`config.mk`:
```
export PLATFORM = sky130hd
export DESIGN_NAME = axrd_responder
export DESIGN_NICKNAME = d
export VERILOG_FILES = /design/src/rtl/axrd_pkg.sv /design/src/rtl/axrd_beat_ctrl.sv /design/src/rtl/axrd_byte_rom.sv /design/src/rtl/axrd_lane_place.sv /design/src/rtl/axrd_responder.sv
export SDC_FILE = /design/constraint.sdc
export NUM_CORES = 1
export LEC_CHECK = 0
export ABC_AREA = 1
export BUFFER_PORTS_ARGS = -buffer_cell sky130_fd_sc_hd__buf_2
export CORE_MARGIN = 2
export CORE_UTILIZATION = 25
export DETAILED_ROUTE_END_ITERATION = 10
export SYNTH_ARGS = -nofsm -noshare
export SYNTH_HDL_FRONTEND = slang
export SYNTH_SLANG_ARGS = --single-unit
```
`constraint.sdc`:
```
create_clock -name clk -period 3.3 [get_ports clk]
set_input_delay 0.165 -clock clk [delete_from_list [all_inputs] [get_ports clk]]
set_output_delay 0.165 -clock clk [all_outputs]
set_load 0.03 [all_outputs]
```
`src/rtl/axrd_pkg.sv`:
```
package axrd_pkg;

    typedef enum logic {
        PH_IDLE = 1'b0,
        PH_SEND = 1'b1
    } phase_e;

    localparam logic [1:0] RESP_OKAY = 2'b00;

endpackage

```
`src/rtl/axrd_beat_ctrl.sv`:
```
module axrd_beat_ctrl
    import axrd_pkg::*;
#(
    parameter int ADDR_W = 8,
    parameter int ID_W   = 4,
    parameter int LEN_W  = 8,
    parameter int NBYTES = 4
) (
    input  logic              clk,
    input  logic              rst_n,
    input  logic              ar_valid_i,
    input  logic [ADDR_W-1:0] ar_addr_i,
    input  logic [ID_W-1:0]   ar_id_i,
    input  logic [LEN_W-1:0]  ar_len_i,
    input  logic              r_ready_i,
    output logic              ar_ready_o,
    output logic              r_valid_o,
    output logic              r_last_o,
    output logic [ID_W-1:0]   r_id_o,
    output logic              load_o,
    output logic [ADDR_W-1:0] nxt_widx_o,
    output logic              nxt_first_o,
    output logic [$clog2(NBYTES)-1:0] nxt_off_o
);

    localparam int OFF_W = $clog2(NBYTES);
    localparam logic [ADDR_W-1:0] STEP = ADDR_W'(NBYTES);

    typedef struct packed {
        phase_e            phase;
        logic [LEN_W-1:0]  remain;
        logic [ID_W-1:0]   id;
        logic [ADDR_W-1:0] widx;
    } ctrl_t;

    ctrl_t s_d, s_q;
    logic  take_req;
    logic  beat_done;
    logic [ADDR_W-1:0] aligned;

    always_comb begin
        s_d         = s_q;
        take_req    = ar_valid_i && (s_q.phase == PH_IDLE);
        beat_done   = r_ready_i && (s_q.phase == PH_SEND);
        aligned     = {ar_addr_i[ADDR_W-1:OFF_W], {OFF_W{1'b0}}};
        load_o      = 1'b0;
        nxt_widx_o  = s_q.widx + STEP;
        nxt_first_o = 1'b0;
        nxt_off_o   = '0;

        if (take_req) begin
            s_d.phase   = PH_SEND;
            s_d.remain  = ar_len_i;
            s_d.id      = ar_id_i;
            s_d.widx    = aligned;
            load_o      = 1'b1;
            nxt_widx_o  = aligned;
            nxt_first_o = 1'b1;
            nxt_off_o   = ar_addr_i[OFF_W-1:0];
        end else if (beat_done) begin
            if (s_q.remain == '0) begin
                s_d.phase = PH_IDLE;
            end else begin
                s_d.remain = s_q.remain - 1'b1;
                s_d.widx   = s_q.widx + STEP;
                load_o     = 1'b1;
            end
        end
    end

    always_ff @(posedge clk) begin
        if (!rst_n) begin
            s_q <= '{phase: PH_IDLE, remain: '0, id: '0, widx: '0};
        end else begin
            s_q <= s_d;
        end
    end

    assign ar_ready_o = (s_q.phase == PH_IDLE);
    assign r_valid_o  = (s_q.phase == PH_SEND);
    assign r_last_o   = (s_q.phase == PH_SEND) && (s_q.remain == '0);
    assign r_id_o     = s_q.id;

endmodule

```
`src/rtl/axrd_byte_rom.sv`:
```
module axrd_byte_rom #(
    parameter int ADDR_W  = 8,
    parameter int NBYTES  = 4,
    parameter int PAT_MUL = 29,
    parameter int PAT_ADD = 17
) (
    input  logic [ADDR_W-1:0]   widx_i,
    output logic [8*NBYTES-1:0] word_o
);

    localparam int DEPTH = 1 << ADDR_W;

    logic [7:0] rom [DEPTH];

    for (genvar i = 0; i < DEPTH; i++) begin : g_cell
        localparam int VAL = (i * PAT_MUL + PAT_ADD) % 256;
        assign rom[i] = 8'(VAL);
    end

    for (genvar j = 0; j < NBYTES; j++) begin : g_lane
        localparam logic [ADDR_W-1:0] LJ = ADDR_W'(j);
        logic [ADDR_W-1:0] idx;
        assign idx = widx_i + LJ;
        assign word_o[8*j +: 8] = rom[idx];
    end

endmodule

```
`src/rtl/axrd_lane_place.sv`:
```
module axrd_lane_place #(
    parameter int NBYTES = 4
) (
    input  logic [8*NBYTES-1:0]       word_i,
    input  logic                      first_i,
    input  logic [$clog2(NBYTES)-1:0] off_i,
    output logic [8*NBYTES-1:0]       data_o
);

    localparam int OFF_W = $clog2(NBYTES);

    for (genvar j = 0; j < NBYTES; j++) begin : g_lane
        localparam logic [OFF_W-1:0] LJ = OFF_W'(j);
        assign data_o[8*j +: 8] = (first_i && (LJ < off_i)) ? 8'h00 : word_i[8*j +: 8];
    end

endmodule

```
`src/rtl/axrd_responder.sv`:
```
module axrd_responder
    import axrd_pkg::*;
#(
    parameter int DATA_W  = 32,
    parameter int ADDR_W  = 8,
    parameter int ID_W    = 4,
    parameter int LEN_W   = 8,
    parameter int PAT_MUL = 29,
    parameter int PAT_ADD = 17
) (
    input  logic              clk,
    input  logic              rst_n,
    input  logic              ar_valid,
    output logic              ar_ready,
    input  logic [ADDR_W-1:0] ar_addr,
    input  logic [ID_W-1:0]   ar_id,
    input  logic [LEN_W-1:0]  ar_len,
    output logic              r_valid,
    input  logic              r_ready,
    output logic [DATA_W-1:0] r_data,
    output logic [ID_W-1:0]   r_id,
    output logic [1:0]        r_resp,
    output logic              r_last
);

    localparam int NBYTES = DATA_W / 8;
    localparam int OFF_W  = $clog2(NBYTES);

    typedef struct packed {
        logic [DATA_W-1:0] rdata;
    } out_t;

    out_t out_d, out_q;

    logic              load;
    logic [ADDR_W-1:0] nxt_widx;
    logic              nxt_first;
    logic [OFF_W-1:0]  nxt_off;
    logic [DATA_W-1:0] rom_word;
    logic [DATA_W-1:0] placed;

    axrd_beat_ctrl #(
        .ADDR_W (ADDR_W),
        .ID_W   (ID_W),
        .LEN_W  (LEN_W),
        .NBYTES (NBYTES)
    ) u_ctrl (
        .clk         (clk),
        .rst_n       (rst_n),
        .ar_valid_i  (ar_valid),
        .ar_addr_i   (ar_addr),
        .ar_id_i     (ar_id),
        .ar_len_i    (ar_len),
        .r_ready_i   (r_ready),
        .ar_ready_o  (ar_ready),
        .r_valid_o   (r_valid),
        .r_last_o    (r_last),
        .r_id_o      (r_id),
        .load_o      (load),
        .nxt_widx_o  (nxt_widx),
        .nxt_first_o (nxt_first),
        .nxt_off_o   (nxt_off)
    );

    axrd_byte_rom #(
        .ADDR_W  (ADDR_W),
        .NBYTES  (NBYTES),
        .PAT_MUL (PAT_MUL),
        .PAT_ADD (PAT_ADD)
    ) u_rom (
        .widx_i (nxt_widx),
        .word_o (rom_word)
    );

    axrd_lane_place #(
        .NBYTES (NBYTES)
    ) u_place (
        .word_i  (rom_word),
        .first_i (nxt_first),
        .off_i   (nxt_off),
        .data_o  (placed)
    );

    always_comb begin
        out_d = out_q;
        if (load) begin
            out_d.rdata = placed;
        end
    end

    always_ff @(posedge clk) begin
        if (!rst_n) begin
            out_q <= '0;
        end else begin
            out_q <= out_d;
        end
    end

    assign r_data = out_q.rdata;
    assign r_resp = RESP_OKAY;

endmodule

```
---- Yosys cells after proc, flatten, opt, wreduce, memory -nomap -nowiden ----
Memories as Yosys holds them, arrays and structs flattened. A register that Yosys moved wholly into a read port is not among the register bits.
Cells that the tools add are included.
operators by class
  $add $sub $neg .......................... 5
  multiply operators ...................... 0
  div/mod/pow operators ................... 0
  magnitude comparators ................... 8
  equal/unequal tests ..................... 1
  shifts and indexed selects .............. 0
  mux-type cells .......................... 25
  bitwise logic cells ..................... 7
  reductions and logical operators ........ 15
operators with widths
  operator               number
  $mux W8                17
  $ge A9 B9 Y1 const B   4
  $not A8 Y9             4
  $mux W9                2
  $add A8 B2 Y8 const B  2
  $add A8 B1 Y8 const B  1
  $add A8 B3 Y8 const B  1
  $logic_not A8 Y1       1
  $sub A8 B1 Y8 const B  1
  $logic_and A1 B1 Y1    7
  $reduce_and A2 Y1      3
  $mux W1                5
  $lt A1 B2 Y1 const A   2
  $lt A2 B2 Y1 const A   2
  $reduce_bool A2 Y1     2
  $not A1 Y1             3
  $mux W2                1
  $ne A2 B1 Y1 const B   1
  $reduce_or A2 Y1       1
  $logic_not A1 Y1       1
word-level totals
  flip-flop bits (word level) ............. 53
  bits in latches ......................... 0
  memory bits (writable) .................. 0
  ROM bits ................................ 8192
  bits of input ports ..................... 24
  output and inout bits ................... 41
  word-level logic and storage cells ...... 71
  memories ................................ 4
memory list
  memory           depth  bits a word  read ports  clocked after memory_dff  write ports  line                 source
  (no name shown)  256    8            1           0                         0            axrd_byte_rom.sv:24  assign word_o[8*j +: 8] = rom[idx];
  (no name shown)  256    8            1           0                         0            axrd_byte_rom.sv:24
  (no name shown)  256    8            1           1                         0            axrd_byte_rom.sv:24
  (no name shown)  256    8            1           0                         0            axrd_byte_rom.sv:24

---- Depth between registers and ports, before layout ----
Gate-level depths: netlist of the first run.
  word-level depth ........................ 9
  depth in mapped cells ................... 15

---- Modules after synthesis ----
From an unflattened synthesis of the first run, not the netlist that was laid out.
unflattened totals
  cell total of the unflattened synthesis .. 1288
  area total of the unflattened synthesis .. 6885.4 sq um
by module, submodules not included
  module           instances  cells each  area an instance (sq um)
  axrd_byte_rom    1          827         3983.8
  axrd_responder   1          205         1353.8
  axrd_beat_ctrl   1          195         1280.0
  axrd_lane_place  1          61          267.8

---- Worst setup path after synthesis of the first run ----
No wires, ideal clock.
  path type ............................... reg-to-reg
  from .................................... register u_ctrl.s_q, in the netlist u_ctrl.r_valid_o
  to ...................................... register out_q, in the netlist r_data[7]
  setup time .............................. 70 ps
  arrival time ............................ 2016 ps
  path slack .............................. 1214 ps
  stages on the path, launching flop included .. 15
  cells stage by stage .................... dfxtp_1 -> inv_2 -> nand2_4 -> buf_6 -> o21ai_4 -> ha_1 -> inv_1 -> nand3_1 -> nand2_1 -> nand2_1 -> nand3_1 -> nand2_1 -> nand2_1 -> nand3_1 -> a21oi_1
between the ends
  cells in the longest elaborated chain, start to end .. 8
  elaborated cells on any way between the ends .. 15
RTL lines
  element                                     line                   source
  start: declaration                          axrd_beat_ctrl.sv:36   ctrl_t s_d, s_q;
  start signal: assignment                    axrd_beat_ctrl.sv:73   s_q <= '{phase: PH_IDLE, remain: '0, id: '0, widx: '0};
  $not A1 Y1                                  -
  net ar_ready                                axrd_responder.sv:14   output logic ar_ready,
  $logic_and A1 B1 Y1                         axrd_beat_ctrl.sv:43   take_req = ar_valid_i && (s_q.phase == PH_IDLE);
  $mux W8                                     axrd_beat_ctrl.sv:51   if (take_req) begin
  net nxt_widx[3]                             axrd_responder.sv:36   logic [ADDR_W-1:0] nxt_widx;
  $not A8 Y9 (not written as such)            axrd_byte_rom.sv:24
  $mem_v2 Z256 W8                             -
  $mux W8 (not written as such) (2 in a row)  axrd_byte_rom.sv:24
  $mux W8                                     axrd_lane_place.sv:14  assign data_o[8*j +: 8] = (first_i && (LJ < off_i)) ? 8'h00 : word_i[8*j +: 8];
  end signal: assignment                      axrd_responder.sv:95   out_q <= out_d;
  end: declaration                            axrd_responder.sv:33   out_t out_d, out_q;
The timed path passes the listed nets, and every way through them passes these cells. The select of a mux whose other input is x is not followed.
A chain may end at the register's enable or synchronous reset.

---- Worst setup path after layout of the first run ----
  from .................................... register u_ctrl.s_q, in the netlist u_ctrl.r_valid_o
  to ...................................... register out_q, in the netlist r_data[7]
between the ends
  cells in the longest elaborated chain, start to end .. 8
  elaborated cells on any way between the ends .. 15
RTL lines
  element                                     line
  $not A1 Y1                                  axrd_beat_ctrl.sv:43
  $logic_and A1 B1 Y1                         axrd_beat_ctrl.sv:43
  $mux W8                                     axrd_beat_ctrl.sv:51
  net nxt_widx[2]                             axrd_responder.sv:36
  $not A8 Y9 (not written as such)            axrd_byte_rom.sv:24
  $mem_v2 Z256 W8                             -
  $mux W8 (not written as such) (2 in a row)  axrd_byte_rom.sv:24
  $mux W8                                     axrd_lane_place.sv:14
The timed path passes the listed nets, and every way through them passes these cells. The select of a mux whose other input is x is not followed.

==> impl_metrics.env, run 1 <==
export IMPL_status="completed"
export IMPL_ios=65
export IMPL_period_minus_slack_ps=2430
export IMPL_synth_cells=435
export IMPL_synth_seq_cells=46
export IMPL_die_w_um=111
export IMPL_hp_class="primary input to register"
export IMPL_routed_wl_um=8030
export IMPL_cts_resized_gates=0
export IMPL_gr_total_overflow=0
export IMPL_io_buffers=58
export IMPL_crit_start="u_ctrl.r_valid_o"
export IMPL_crit_type="register to register"
export IMPL_clkPwrFrac_pct=29.5
export IMPL_routabilityCongestion=0.851
export IMPL_synth_main_ff_cell="dfxtp_1"
export IMPL_synth_edf_count=0
export IMPL_drtIter0Drc=201
export IMPL_peakVddDrop_mv=0.238
export IMPL_cts_tree="yes"
export IMPL_diodes=0
export IMPL_post_cts_buffers=0
export IMPL_antenna_found_initial=0
export IMPL_drv_cap=0
export IMPL_grt_max_degree=35
export IMPL_drt_pass1_iter_count=5
export IMPL_hold_ws_ps=128
export IMPL_cp_endpoint="r_data[7]"
export IMPL_routedWlPerCell_um=13.0
export IMPL_hold_viol=0
export IMPL_endpoint_kind="register"
export IMPL_ys_warn_count=0
export IMPL_p_int_w=0.00119
export IMPL_setup_slack_ps=869
export IMPL_crit_path_max_fanout=34
export IMPL_path_clk_slew_ps=60
export IMPL_seqPwrFrac_pct=34.8
export IMPL_fmax_mhz=411
export IMPL_clkLatencyLatePin_ps=280
export IMPL_synth_area_per_cell_um2=6.56
export IMPL_hpwl_um=5980
export IMPL_cp_required_ps=3510
export IMPL_timing_rr_end="r_data[7]"
export IMPL_die_area_um2=12300
export IMPL_p_sw_share_pct=38.2
export IMPL_relSlewSlack_pct=44.6
export IMPL_min_from="ar_id[0]"
export IMPL_numCtsBuffers=5
export IMPL_ys_seq_area_share_pct=32.3
export IMPL_num_fill_cells=1233
export IMPL_switchingPower_w=0.000736
export IMPL_async_flop_share_pct=0
export IMPL_finalCritPeriodShare_pct=73.7
export IMPL_synth_area_um2=2860
export IMPL_tightest_slew_ps=831
export IMPL_synth_distinct_cells=32
export IMPL_final_net_count=511
export IMPL_ant_nets=0
export IMPL_reg2reg_depth=14
export IMPL_cts_root_buf="clkbuf_16"
export IMPL_drive_above_1_share_pct=17.4
export IMPL_power_density_nw_per_um2=580
export IMPL_startpoint_type="register"
export IMPL_vias=2859
export IMPL_final_max_slew_viol_count=0
export IMPL_pwr_share_comb_pct=35.7
export IMPL_start_util_pct=25.3
export IMPL_r2r_start="u_ctrl.r_valid_o"
export IMPL_gr_usage_all_layers_pct=13.4
export IMPL_core_um2=11300
export IMPL_drc_errors=0
export IMPL_rsz0062_at_grt="no"
export IMPL_arrival_ps=2640
export IMPL_cts_hold_buf=0
export IMPL_std_cell_rows=39
export IMPL_rrSetupSlack_ps=870
export IMPL_h_tree_depth=2
export IMPL_grt_pass1_wl_um=13500
export IMPL_fin_setup_tns_ps=0
export IMPL_worst_clock_skew_ps=5.65
export IMPL_post_place_ws_ps=895
export IMPL_area_growth_pct=16.2
export IMPL_fp_dieH_um=111
export IMPL_first_global_vias=2757
export IMPL_clockBufferDepth=2
export IMPL_finalSetupViolations=0
export IMPL_leakage_nw=1.65
export IMPL_cts_sinks=46
export IMPL_viasPerCell=4.61
synth_stat cells (3+ instances only):
cell | count | area share (%)
a21oi_1 | 35 | 6.1
a31oi_1 | 3 | 0.66
buf_2 | 6 | 1.1
buf_4 | 15 | 3.9
buf_6 | 3 | 1.2
clkbuf_1 | 7 | 0.92
dfxtp_1 | 46 | 32
ha_1 | 11 | 4.8
inv_1 | 33 | 4.3
inv_2 | 4 | 0.53
nand2_1 | 129 | 17
nand2_2 | 7 | 1.5
nand3_1 | 46 | 8.1
nor2_1 | 33 | 4.3
o211ai_1 | 4 | 1.1
o21ai_0 | 25 | 4.4
o21ai_1 | 3 | 0.53
xor2_1 | 4 | 1.2
per-stage QoR:
step                instances  power (W)  utilization (%)  cell area, um2
finish                    620    0.00193             29.4            3320
global route              620    0.00207             29.4            3320
CTS                       620    0.00194             29.4            3320
detailed placement        612    0.00137             28.0            3160
global placement          612    0.00136             28.0            3160
floorplan                 440    0.00122                -            2870
layer usage:
metal	share of wire (%)	global-route usage, %	vias up
li1	-	-	1474
met1	45	16.4	1272
met2	45	22.1	95
met3	5.7	3.06	18
met4	3.8	6.67	0
met5	0	0	-
worst min path at each step:
stage | to | slack (ps) | cells past startpoint
3_3_place_gp | u_ctrl.r_id_o[0] | 420 | 3
2_1_floorplan | u_ctrl.s_q[12] | 330 | 2
3_5_place_dp | u_ctrl.r_id_o[0] | 420 | 3
6_report | u_ctrl.r_id_o[0] | 130 | 3
4_1_cts | u_ctrl.r_id_o[0] | 130 | 3
5_1_grt | u_ctrl.s_q[14] | 140 | 3
registers in the layout, summed over array words and instances, names as in the netlist:
name,count
r_data,27
u_ctrl.s_q,14
u_ctrl.r_id_o,4
u_ctrl.r_valid_o,1
power by group through the flow:
stage | Sequential, W | Clock, W | Combinational, W
2_1_floorplan | 0.000760 | 0 | 0.000458
4_1_cts | 0.000671 | 0.000583 | 0.000690
6_report | 0.000671 | 0.000567 | 0.000688
3_5_place_dp | 0.000683 | 0 | 0.000687
5_1_grt | 0.000681 | 0.000610 | 0.000775
3_3_place_gp | 0.000680 | 0 | 0.000679
cell families after synthesis:
group / count (synthesis) / synth area share, %
AOI/OAI and AO/OA: 77 / 15.1
xor gates and xnor gates: 5 / 1.53
adders and majority gates: 11 / 4.82
buffers and inverters: 68 / 12.0
DFF: 46 / 32.3
other: 1 / 0.131
and+or+nand+nor: 227 / 34.2
layout make-up:
cell class,instances,area [um2],area share (%)
inverters,37,139,4.19
multi-input cells,326,1610,48.6
repair buffers,60,305,9.20
flip-flops and latches,46,921,27.8
clock buffers,7,133,4.00
well taps,143,179,5.39
clock inverters,1,30.0,0.905
critical path, cell delays in order (launching register included):
cell and delay (ps):
dfxtp_1 390, inv_2 90, nand2_4 290, nand2_1 90
nand2_1 330, ha_1 340, inv_1 100, nand3_1 140
nand2_1 100, nand2_1 70, nand3_1 120, nand2_1 60
nand2_1 50, nand3_1 70, a21oi_1 130
placed cells by master (no fill, tap or decap):
cell,count
dfxtp_1,46
conb_1,6
inv_1,33
nand3_2,2
a211oi_1,2
nand2_4,2
buf_2,58
o21ai_0,25
clkbuf_1,2
nor3_1,1
o21ai_1,3
o221a_2,1
ha_1,11
nor2_1,33
xor2_1,4
or3_1,1
nand3b_1,2
a21o_1,1
buf_4,2
a32oi_1,2
o211ai_1,4
a21oi_1,35
nand3_1,46
xnor2_1,1
inv_2,4
or2_1,2
bufinv_16,1
clkbuf_16,5
o21ai_4,1
nand2_1,129
a31oi_1,3
nand4_1,2
nand2_2,7
No activity file was read; power rests on OpenSTA's default activity.
==> inputs of run 2 (changes only) <==
--- a/config.mk
+++ b/config.mk
@@ -5,7 +5,7 @@
 export SDC_FILE = /design/constraint.sdc
 export NUM_CORES = 1
 export LEC_CHECK = 0
-export ABC_AREA = 1
+export ABC_AREA = 0
 export BUFFER_PORTS_ARGS = -buffer_cell sky130_fd_sc_hd__buf_2
 export CORE_MARGIN = 2
 export CORE_UTILIZATION = 25
==> constraint.sdc (replaced) <==
create_clock -name clk -period 2.5 [get_ports clk]
set_input_delay 0.125 -clock clk [delete_from_list [all_inputs] [get_ports clk]]
set_output_delay 0.125 -clock clk [all_outputs]
set_load 0.03 [all_outputs]
==> run 2 against run 1 <==
  * Wire length grew 15%
  * Synthesized cell count shrank 11%
  * Clock power grew 32%
  * Critical path depth shrank 4
  * Final area grew 11%
  * Combinational power grew 48%
  * Global-route usage grew 0.88 points
  * Non-clock buffer count grew 27
  * Maximum frequency grew 3.1%
  * First-iteration DRC count grew 2.0%
  * Critical path type unchanged
==> impl_metrics.env, run 2 <==
export IMPL_diodes=0
export IMPL_reg2reg_depth=10
export IMPL_arrival_ps=2540
export IMPL_worst_clock_skew_ps=7.68
export IMPL_drc_errors=0
export IMPL_routabilityCongestion=0.895
export IMPL_final_max_slew_viol_count=0
export IMPL_die_w_um=113
export IMPL_hpwl_um=6950
export IMPL_crit_path_frequent_cell="ha_1"
export IMPL_yosys_area_top_type="dfxtp_1"
export IMPL_drive_above_1_share_pct=26.2
export IMPL_gr_usage_all_layers_pct=14.3
export IMPL_drt_pass1_iter_count=4
export IMPL_synth_edf_count=0
export IMPL_numCtsBuffers=5
export IMPL_cts_sinks=46
export IMPL_final_net_count=480
export IMPL_clkLatencyLatePin_ps=290
export IMPL_ys_seq_area_share_pct=30.7
export IMPL_endpoint_kind="register"
export IMPL_seqPwrFrac_pct=33.0
export IMPL_fin_setup_tns_ps=0
export IMPL_vias=2993
export IMPL_finalCritPeriodShare_pct=94.3
export IMPL_routedWlPerCell_um=15.7
export IMPL_routed_wl_um=9220
export IMPL_crit_path_max_fanout=6
export IMPL_die_area_um2=12900
export IMPL_period_minus_slack_ps=2360
export IMPL_netlist_top_cells_count="51 x nor2_1, 46 x dfxtp_1, 33 x nand2_1"
export IMPL_start_util_pct=25.9
export IMPL_io_buffers=58
export IMPL_ant_nets=0
export IMPL_synth_cells=385
export IMPL_cts_tree="yes"
export IMPL_synth_area_um2=3000
export IMPL_status="completed"
export IMPL_cp_required_ps=2680
export IMPL_pwr_share_comb_pct=38.7
export IMPL_antenna_found_initial=0
export IMPL_tightest_slew_ps=688
export IMPL_cts_root_buf="clkbuf_16"
export IMPL_fmax_mhz=424
export IMPL_synth_area_top_cells="dfxtp_1 31%, nor2_1 6.4%, a21oi_1 4.8%, ha_1 4.6%, nand2_1 4.1%"
export IMPL_switchingPower_w=0.000977
export IMPL_hold_viol=0
export IMPL_viasPerCell=5.08
export IMPL_num_fill_cells=1243
export IMPL_drtIter0Drc=205
export IMPL_grt_pass1_wl_um=14800
export IMPL_path_clk_slew_ps=70
export IMPL_path_cells="ha_1, mux2i_4, inv_2, ha_1, nand3_1, a21oi_1, a211oi_1, o22ai_1, a22o_1, o31a_1"
export IMPL_drv_cap=0
export IMPL_rsz0062_at_grt="no"
export IMPL_startpoint_type="register"
export IMPL_std_cell_rows=39
export IMPL_grt_max_degree=39
export IMPL_h_tree_depth=2
export IMPL_synth_distinct_cells=61
export IMPL_ios=65
export IMPL_cts_hold_buf=0
export IMPL_clkPwrFrac_pct=28.4
export IMPL_critPathMaxStageDelay_ps=360
export IMPL_synth_area_per_cell_um2=7.78
export IMPL_largest_register_ffs=27
export IMPL_async_flop_share_pct=0
export IMPL_first_global_vias=2875
export IMPL_min_from="r_ready"
export IMPL_crit_type="register to register"
export IMPL_setup_slack_ps=142
export IMPL_p_sw_share_pct=36.9
export IMPL_power_density_nw_per_um2=717
export IMPL_relSlewSlack_pct=54.1
export IMPL_post_cts_buffers=0
export IMPL_crit_start="u_ctrl.s_q[3]"
export IMPL_p_int_w=0.00167
export IMPL_core_um2=11600
export IMPL_area_growth_pct=23.2
export IMPL_ys_warn_count=0
export IMPL_synth_top_cell_area_share_pct=30.7
export IMPL_crit_slowest_cell="dfxtp_2"
export IMPL_leakage_nw=1.56
export IMPL_peakVddDrop_mv=0.335
export IMPL_synth_seq_cells=46
export IMPL_holdPathStages=2
export IMPL_final_cell_mix="58 x buf_2, 51 x nor2_1, 44 x dfxtp_1"
export IMPL_r2r_start="u_ctrl.s_q[3]"
export IMPL_hp_class="primary input to register"
export IMPL_synth_main_ff_cell="dfxtp_1"
export IMPL_clockBufferDepth=2
export IMPL_final_common_cell="buf_2"
export IMPL_cts_resized_gates=0
export IMPL_yosysMostFrequentCell="nor2_1"
export IMPL_gr_total_overflow=0
export IMPL_post_place_ws_ps=68.7
export IMPL_fp_dieH_um=113
export IMPL_finalSetupViolations=0
run 2: changes by cell type after synthesis, moves of 6 or more:
cell	before	now
nand3_1	46	17
xnor2_1	1	13
nor2_1	33	51
nand2_2	7	1
nand2_1	129	33
a211oi_1	2	12
a22oi_1	0	7
mux2i_1	0	9
a21oi_1	35	29
inv_1	33	11
nor3_1	1	10
run 2: final cells by class:
type / instances / area (um2) / share of cell area, %
timing repair buffer: 87 / 533 / 14.4
multi-input combinational: 293 / 1840 / 50.0
clock buffer: 5 / 125 / 3.39
clock inverter: 3 / 40.0 / 1.08
inverter: 12 / 46.3 / 1.25
tap: 143 / 179 / 4.85
sequential: 46 / 923 / 25.0
run 2: cells by family (layout without fill, tap and decap cells):
group / after synthesis / in the layout / share of synthesized area [%]
and+or+nand+nor: 134 / 134 / 20.9
DFF: 46 / 46 / 30.7
buffers and inverters: 51 / 107 / 9.14
muxes: 13 / 13 / 4.51
adders and majority gates: 11 / 11 / 4.59
AOI/OAI and AO/OA: 110 / 110 / 24.5
xor gates and xnor gates: 19 / 19 / 5.55
other: 1 / 6 / 0.125
run 2: worst paths after layout:
path | to | slack [ps]
max | r_data[31] | 140
min | u_ctrl.r_valid_o | 40
max reg2reg | r_data[31] | 140
min reg2reg | u_ctrl.r_id_o[0] | 450
run 2: metrics by stage:
step / utilization (%) / total power (W) / hold slack (ps) / area [um2] / instances
CTS: 31.8 / 0.00266 / 32.3 / 3680 / 589
detailed placement: 30.4 / 0.00190 / 340 / 3520 / 581
global placement: 30.4 / 0.00190 / 337 / 3520 / 581
finish: 31.9 / 0.00265 / 35.2 / 3690 / 589
global route: 31.9 / 0.00281 / 30.7 / 3690 / 589
floorplan: - / 0.00159 / 226 / 3040 / 390
run 2: worst max-delay path, delay by kind of cell, from the launching register on:
| kind | cells | cell delay, ps |
|---|---|---|
| AOI/OAI and AO/OA | 5 | 930 |
| adders and majority gates | 2 | 600 |
| DFF | 1 | 360 |
| muxes | 1 | 170 |
| and+or+nand+nor | 1 | 110 |
| buffers and inverters | 1 | 80 |
run 2: power groups by stage:
stage	Clock, W	Combinational (W)	Sequential, W
2_1_floorplan	0	0.000616	0.000975
3_3_place_gp	0	0.00101	0.000886
3_5_place_dp	0	0.00101	0.000888
4_1_cts	0.000770	0.00102	0.000873
5_1_grt	0.000804	0.00112	0.000883
6_report	0.000751	0.00102	0.000873
run 2: per-layer routing:
layer	vias to the layer above	share of wire (%)	track usage, %
li1	1472	-	-
met1	1417	47	19.1
met2	92	47	24.0
met3	12	5.1	2.71
met4	0	1.2	3.01
met5	-	0	0
==> inputs of run 3 (changes only) <==
--- a/config.mk
+++ b/config.mk
@@ -12,4 +12,5 @@
 export DETAILED_ROUTE_END_ITERATION = 10
 export SYNTH_ARGS = -nofsm -noshare
 export SYNTH_HDL_FRONTEND = slang
+export SYNTH_HIERARCHICAL = 1
 export SYNTH_SLANG_ARGS = --single-unit
==> run 3 against run 2 <==
  * Setup slack got worse by 350 ps
  * Sequential share of layout area down 14 points
  * Via count grew to 2.7 times the previous value
  * Non-clock buffer count up 181
  * Combinational power rose to 4.4 times the previous value
  * Utilization rose by 2.6 points
  * The run now ends with negative setup slack left
  * Worst hold slack better by 4.4 ps
  * Register-to-register slack got worse by 350 ps
  * Synthesized area up 140%
  * Clock power rose by 3.5%
  * Synthesized cell count grew to 2.6 times the previous value
  * Count of clock-buffer cells in the layout unchanged
  * Critical endpoint is now r_data[21]
==> impl_metrics.env, run 3 <==
export IMPL_viasPerCell=5.33
export IMPL_h_tree_depth=2
export IMPL_fmax_mhz=369
export IMPL_cts_sinks=51
export IMPL_tightest_slew_ps=1280
export IMPL_rsz0062_at_grt="yes"
export IMPL_yosys_area_top_type="dfxtp_1"
export IMPL_r2r_start="u_ctrl/r_valid_o"
export IMPL_clockBufferDepth=2
export IMPL_final_common_cell="buf_4"
export IMPL_synth_edf_count=0
export IMPL_hpwl_um=19100
export IMPL_vias=8202
export IMPL_cts_root_buf="clkbuf_16"
export IMPL_crit_type="register to register"
export IMPL_fp_dieH_um=173
export IMPL_std_cell_rows=61
export IMPL_clkPwrFrac_pct=12.4
export IMPL_path_clk_slew_ps=90
export IMPL_start_util_pct=25.5
export IMPL_violations="negative setup slack"
export IMPL_area_growth_pct=35.3
export IMPL_largest_register_ffs=32
export IMPL_die_w_um=173
export IMPL_gr_total_overflow=0
export IMPL_ys_warn_count=6
export IMPL_drc_errors=0
export IMPL_clkLatencyLatePin_ps=310
export IMPL_final_cell_mix="178 x buf_4, 98 x nand2_1, 79 x a21oi_1"
export IMPL_cp_required_ps=2750
export IMPL_power_w=0.00625
export IMPL_drv_cap=0
export IMPL_ios=65
export IMPL_worst_clock_skew_ps=10.1
export IMPL_routedWlPerCell_um=17.5
export IMPL_p_sw_share_pct=46.4
export IMPL_p_int_w=0.00335
export IMPL_hold_viol=0
export IMPL_numCtsBuffers=5
export IMPL_ys_seq_area_share_pct=14.3
export IMPL_core_um2=27900
export IMPL_arrival_ps=2960
export IMPL_synth_distinct_cells=93
export IMPL_relSlewSlack_pct=14.6
export IMPL_routed_wl_um=27000
export IMPL_hp_class="primary input to register"
export IMPL_cts_hold_buf=0
export IMPL_synth_area_um2=7120
export IMPL_startpoint_type="register"
export IMPL_crit_start="u_ctrl/r_valid_o"
export IMPL_power_density_nw_per_um2=649
export IMPL_leakage_nw=3.89
export IMPL_seqPwrFrac_pct=15.9
export IMPL_grt_max_degree=44
export IMPL_status="complete, but fails checks"
export IMPL_gr_usage_all_layers_pct=17.4
export IMPL_final_net_count=1203
export IMPL_reg2reg_depth=12
export IMPL_num_fill_cells=2959
export IMPL_die_area_um2=29800
export IMPL_period_minus_slack_ps=2710
export IMPL_setup_slack_ps=-208
export IMPL_routabilityCongestion=0.921
export IMPL_ant_nets=0
export IMPL_drtIter0Drc=842
export IMPL_synth_area_top_cells="dfxtp_1 14%, mux2i_1 7.2%, a21oi_1 6.1%, nand2_1 5.4%, o21ai_0 4.4%"
export IMPL_synth_seq_cells=51
export IMPL_pwr_share_comb_pct=71.6
export IMPL_endpoint_kind="register"
export IMPL_post_place_ws_ps=-324
export IMPL_synth_top_cell_area_share_pct=14.3
export IMPL_yosysMostFrequentCell="nand2_1"
export IMPL_io_buffers=62
export IMPL_rrSetupSlack_ps=-210
export IMPL_hold_ws_ps=39.6
export IMPL_drive_above_1_share_pct=34.4
export IMPL_synth_main_ff_cell="dfxtp_1"
export IMPL_antenna_found_initial=1
export IMPL_peakVddDrop_mv=0.318
export IMPL_finalSetupViolations=14
export IMPL_cp_endpoint="r_data[21]"
export IMPL_final_max_slew_viol_count=0
export IMPL_grt_pass1_wl_um=42600
export IMPL_timing_rr_end="r_data[21]"
export IMPL_first_global_vias=7776
export IMPL_finalCritPeriodShare_pct=108
export IMPL_switchingPower_w=0.00290
export IMPL_synth_cells=1009
export IMPL_crit_path_max_fanout=5
export IMPL_drt_pass1_iter_count=6
export IMPL_cts_tree="yes"
export IMPL_netlist_top_cells_count="103 x nand2_1, 87 x a21oi_1, 78 x nor2_1"
export IMPL_async_flop_share_pct=0
export IMPL_synth_area_per_cell_um2=7.05
-- run 3: routing by layer --
metal  GRT usage, %  routed length, um  vias to the layer above
li1               -                  -                     3955
met1           24.2              12600                     3911
met2           26.9              11900                      293
met3           3.50               1850                       43
met4           5.44                631                        0
met5              0                  0                        -
-- run 3: power groups by stage --
stage	registers, W	logic (W)	clock network [W]
final	0.000995	0.00448	0.000777
after global routing	0.00101	0.00481	0.000835
after CTS	0.000996	0.00411	0.000809
after detailed placement	0.00101	0.00383	0
after global placement	0.00101	0.00382	0
after floorplan	0.00117	0.00253	0
-- run 3: critical path, stage by stage, from the launching register on --
cell and delay, ps:
dfxtp_4 350, nand2b_4 160, clkinv_2 110, mux2_4 380, xnor2_4 220, nand2_1 70, and3_1 190, a311oi_1 340
nor3_1 120, o41ai_2 340, and2_1 190, mux2i_1 70, nor2b_1 100
-- run 3: timing repair --
| item | 4_1_cts | 5_1_grt |
|---|---|---|
| gates cloned | 1 | 0 |
| pin swaps | 28 | 19 |
| gates resized for setup | 79 | 52 |
| setup buffers | 11 | 11 |
| setup endpoints to repair | 18 | 21 |
-- run 3: cell families after synthesis --
group                    Yosys count  share of synthesized area [%]
flip-flops                        51                           14.3
buffers and inverters            151                           11.2
adder cells (fa/ha/maj)           22                           3.80
AND/OR/NAND/NOR                  367                           26.1
AO/OA/AOI/OAI                    316                           29.2
multiplexers                      56                           8.28
other                              2                          0.106
XOR/XNOR                          44                           6.94
-- run 3: worst min path at each step --
stage	startpoint	to	slack, ps	cells past startpoint
after floorplan	rst_n	r_data[29]	250	1
after detailed placement	ar_id[2]	u_ctrl/r_id_o[2]	370	3
after CTS	ar_id[2]	u_ctrl/r_id_o[2]	40	3
after global routing	ar_id[1]	u_ctrl/r_id_o[1]	40	3
after global placement	ar_id[2]	u_ctrl/r_id_o[2]	370	3
final	ar_id[2]	u_ctrl/r_id_o[2]	40	3
-- run 3: area by class of cell --
class / instances / area [um2] / share of cell area [%]
Sequential cell: 51 / 1030 / 10.7
Clock buffer: 5 / 125 / 1.30
Inverter: 23 / 108 / 1.12
Clock inverter: 3 / 28.8 / 0.299
Timing Repair Buffer: 268 / 2040 / 21.2
Tap cell: 378 / 473 / 4.91
Antenna cell: 1 / 2.50 / 0.0260
Multi-Input combinational cell: 810 / 5820 / 60.4
-- run 3: stage by stage --
stage	util (%)	setup TNS, ps	cells	area [um2]
2_1_floorplan	-	-4910	1011	7340
3_5_place_dp	31.3	-3580	1508	8740
4_1_cts	33.3	-1480	1528	9310
5_1_grt	34.5	-3810	1539	9630
3_3_place_gp	31.3	-3320	1508	8740
6_report	34.5	-1860	1539	9630
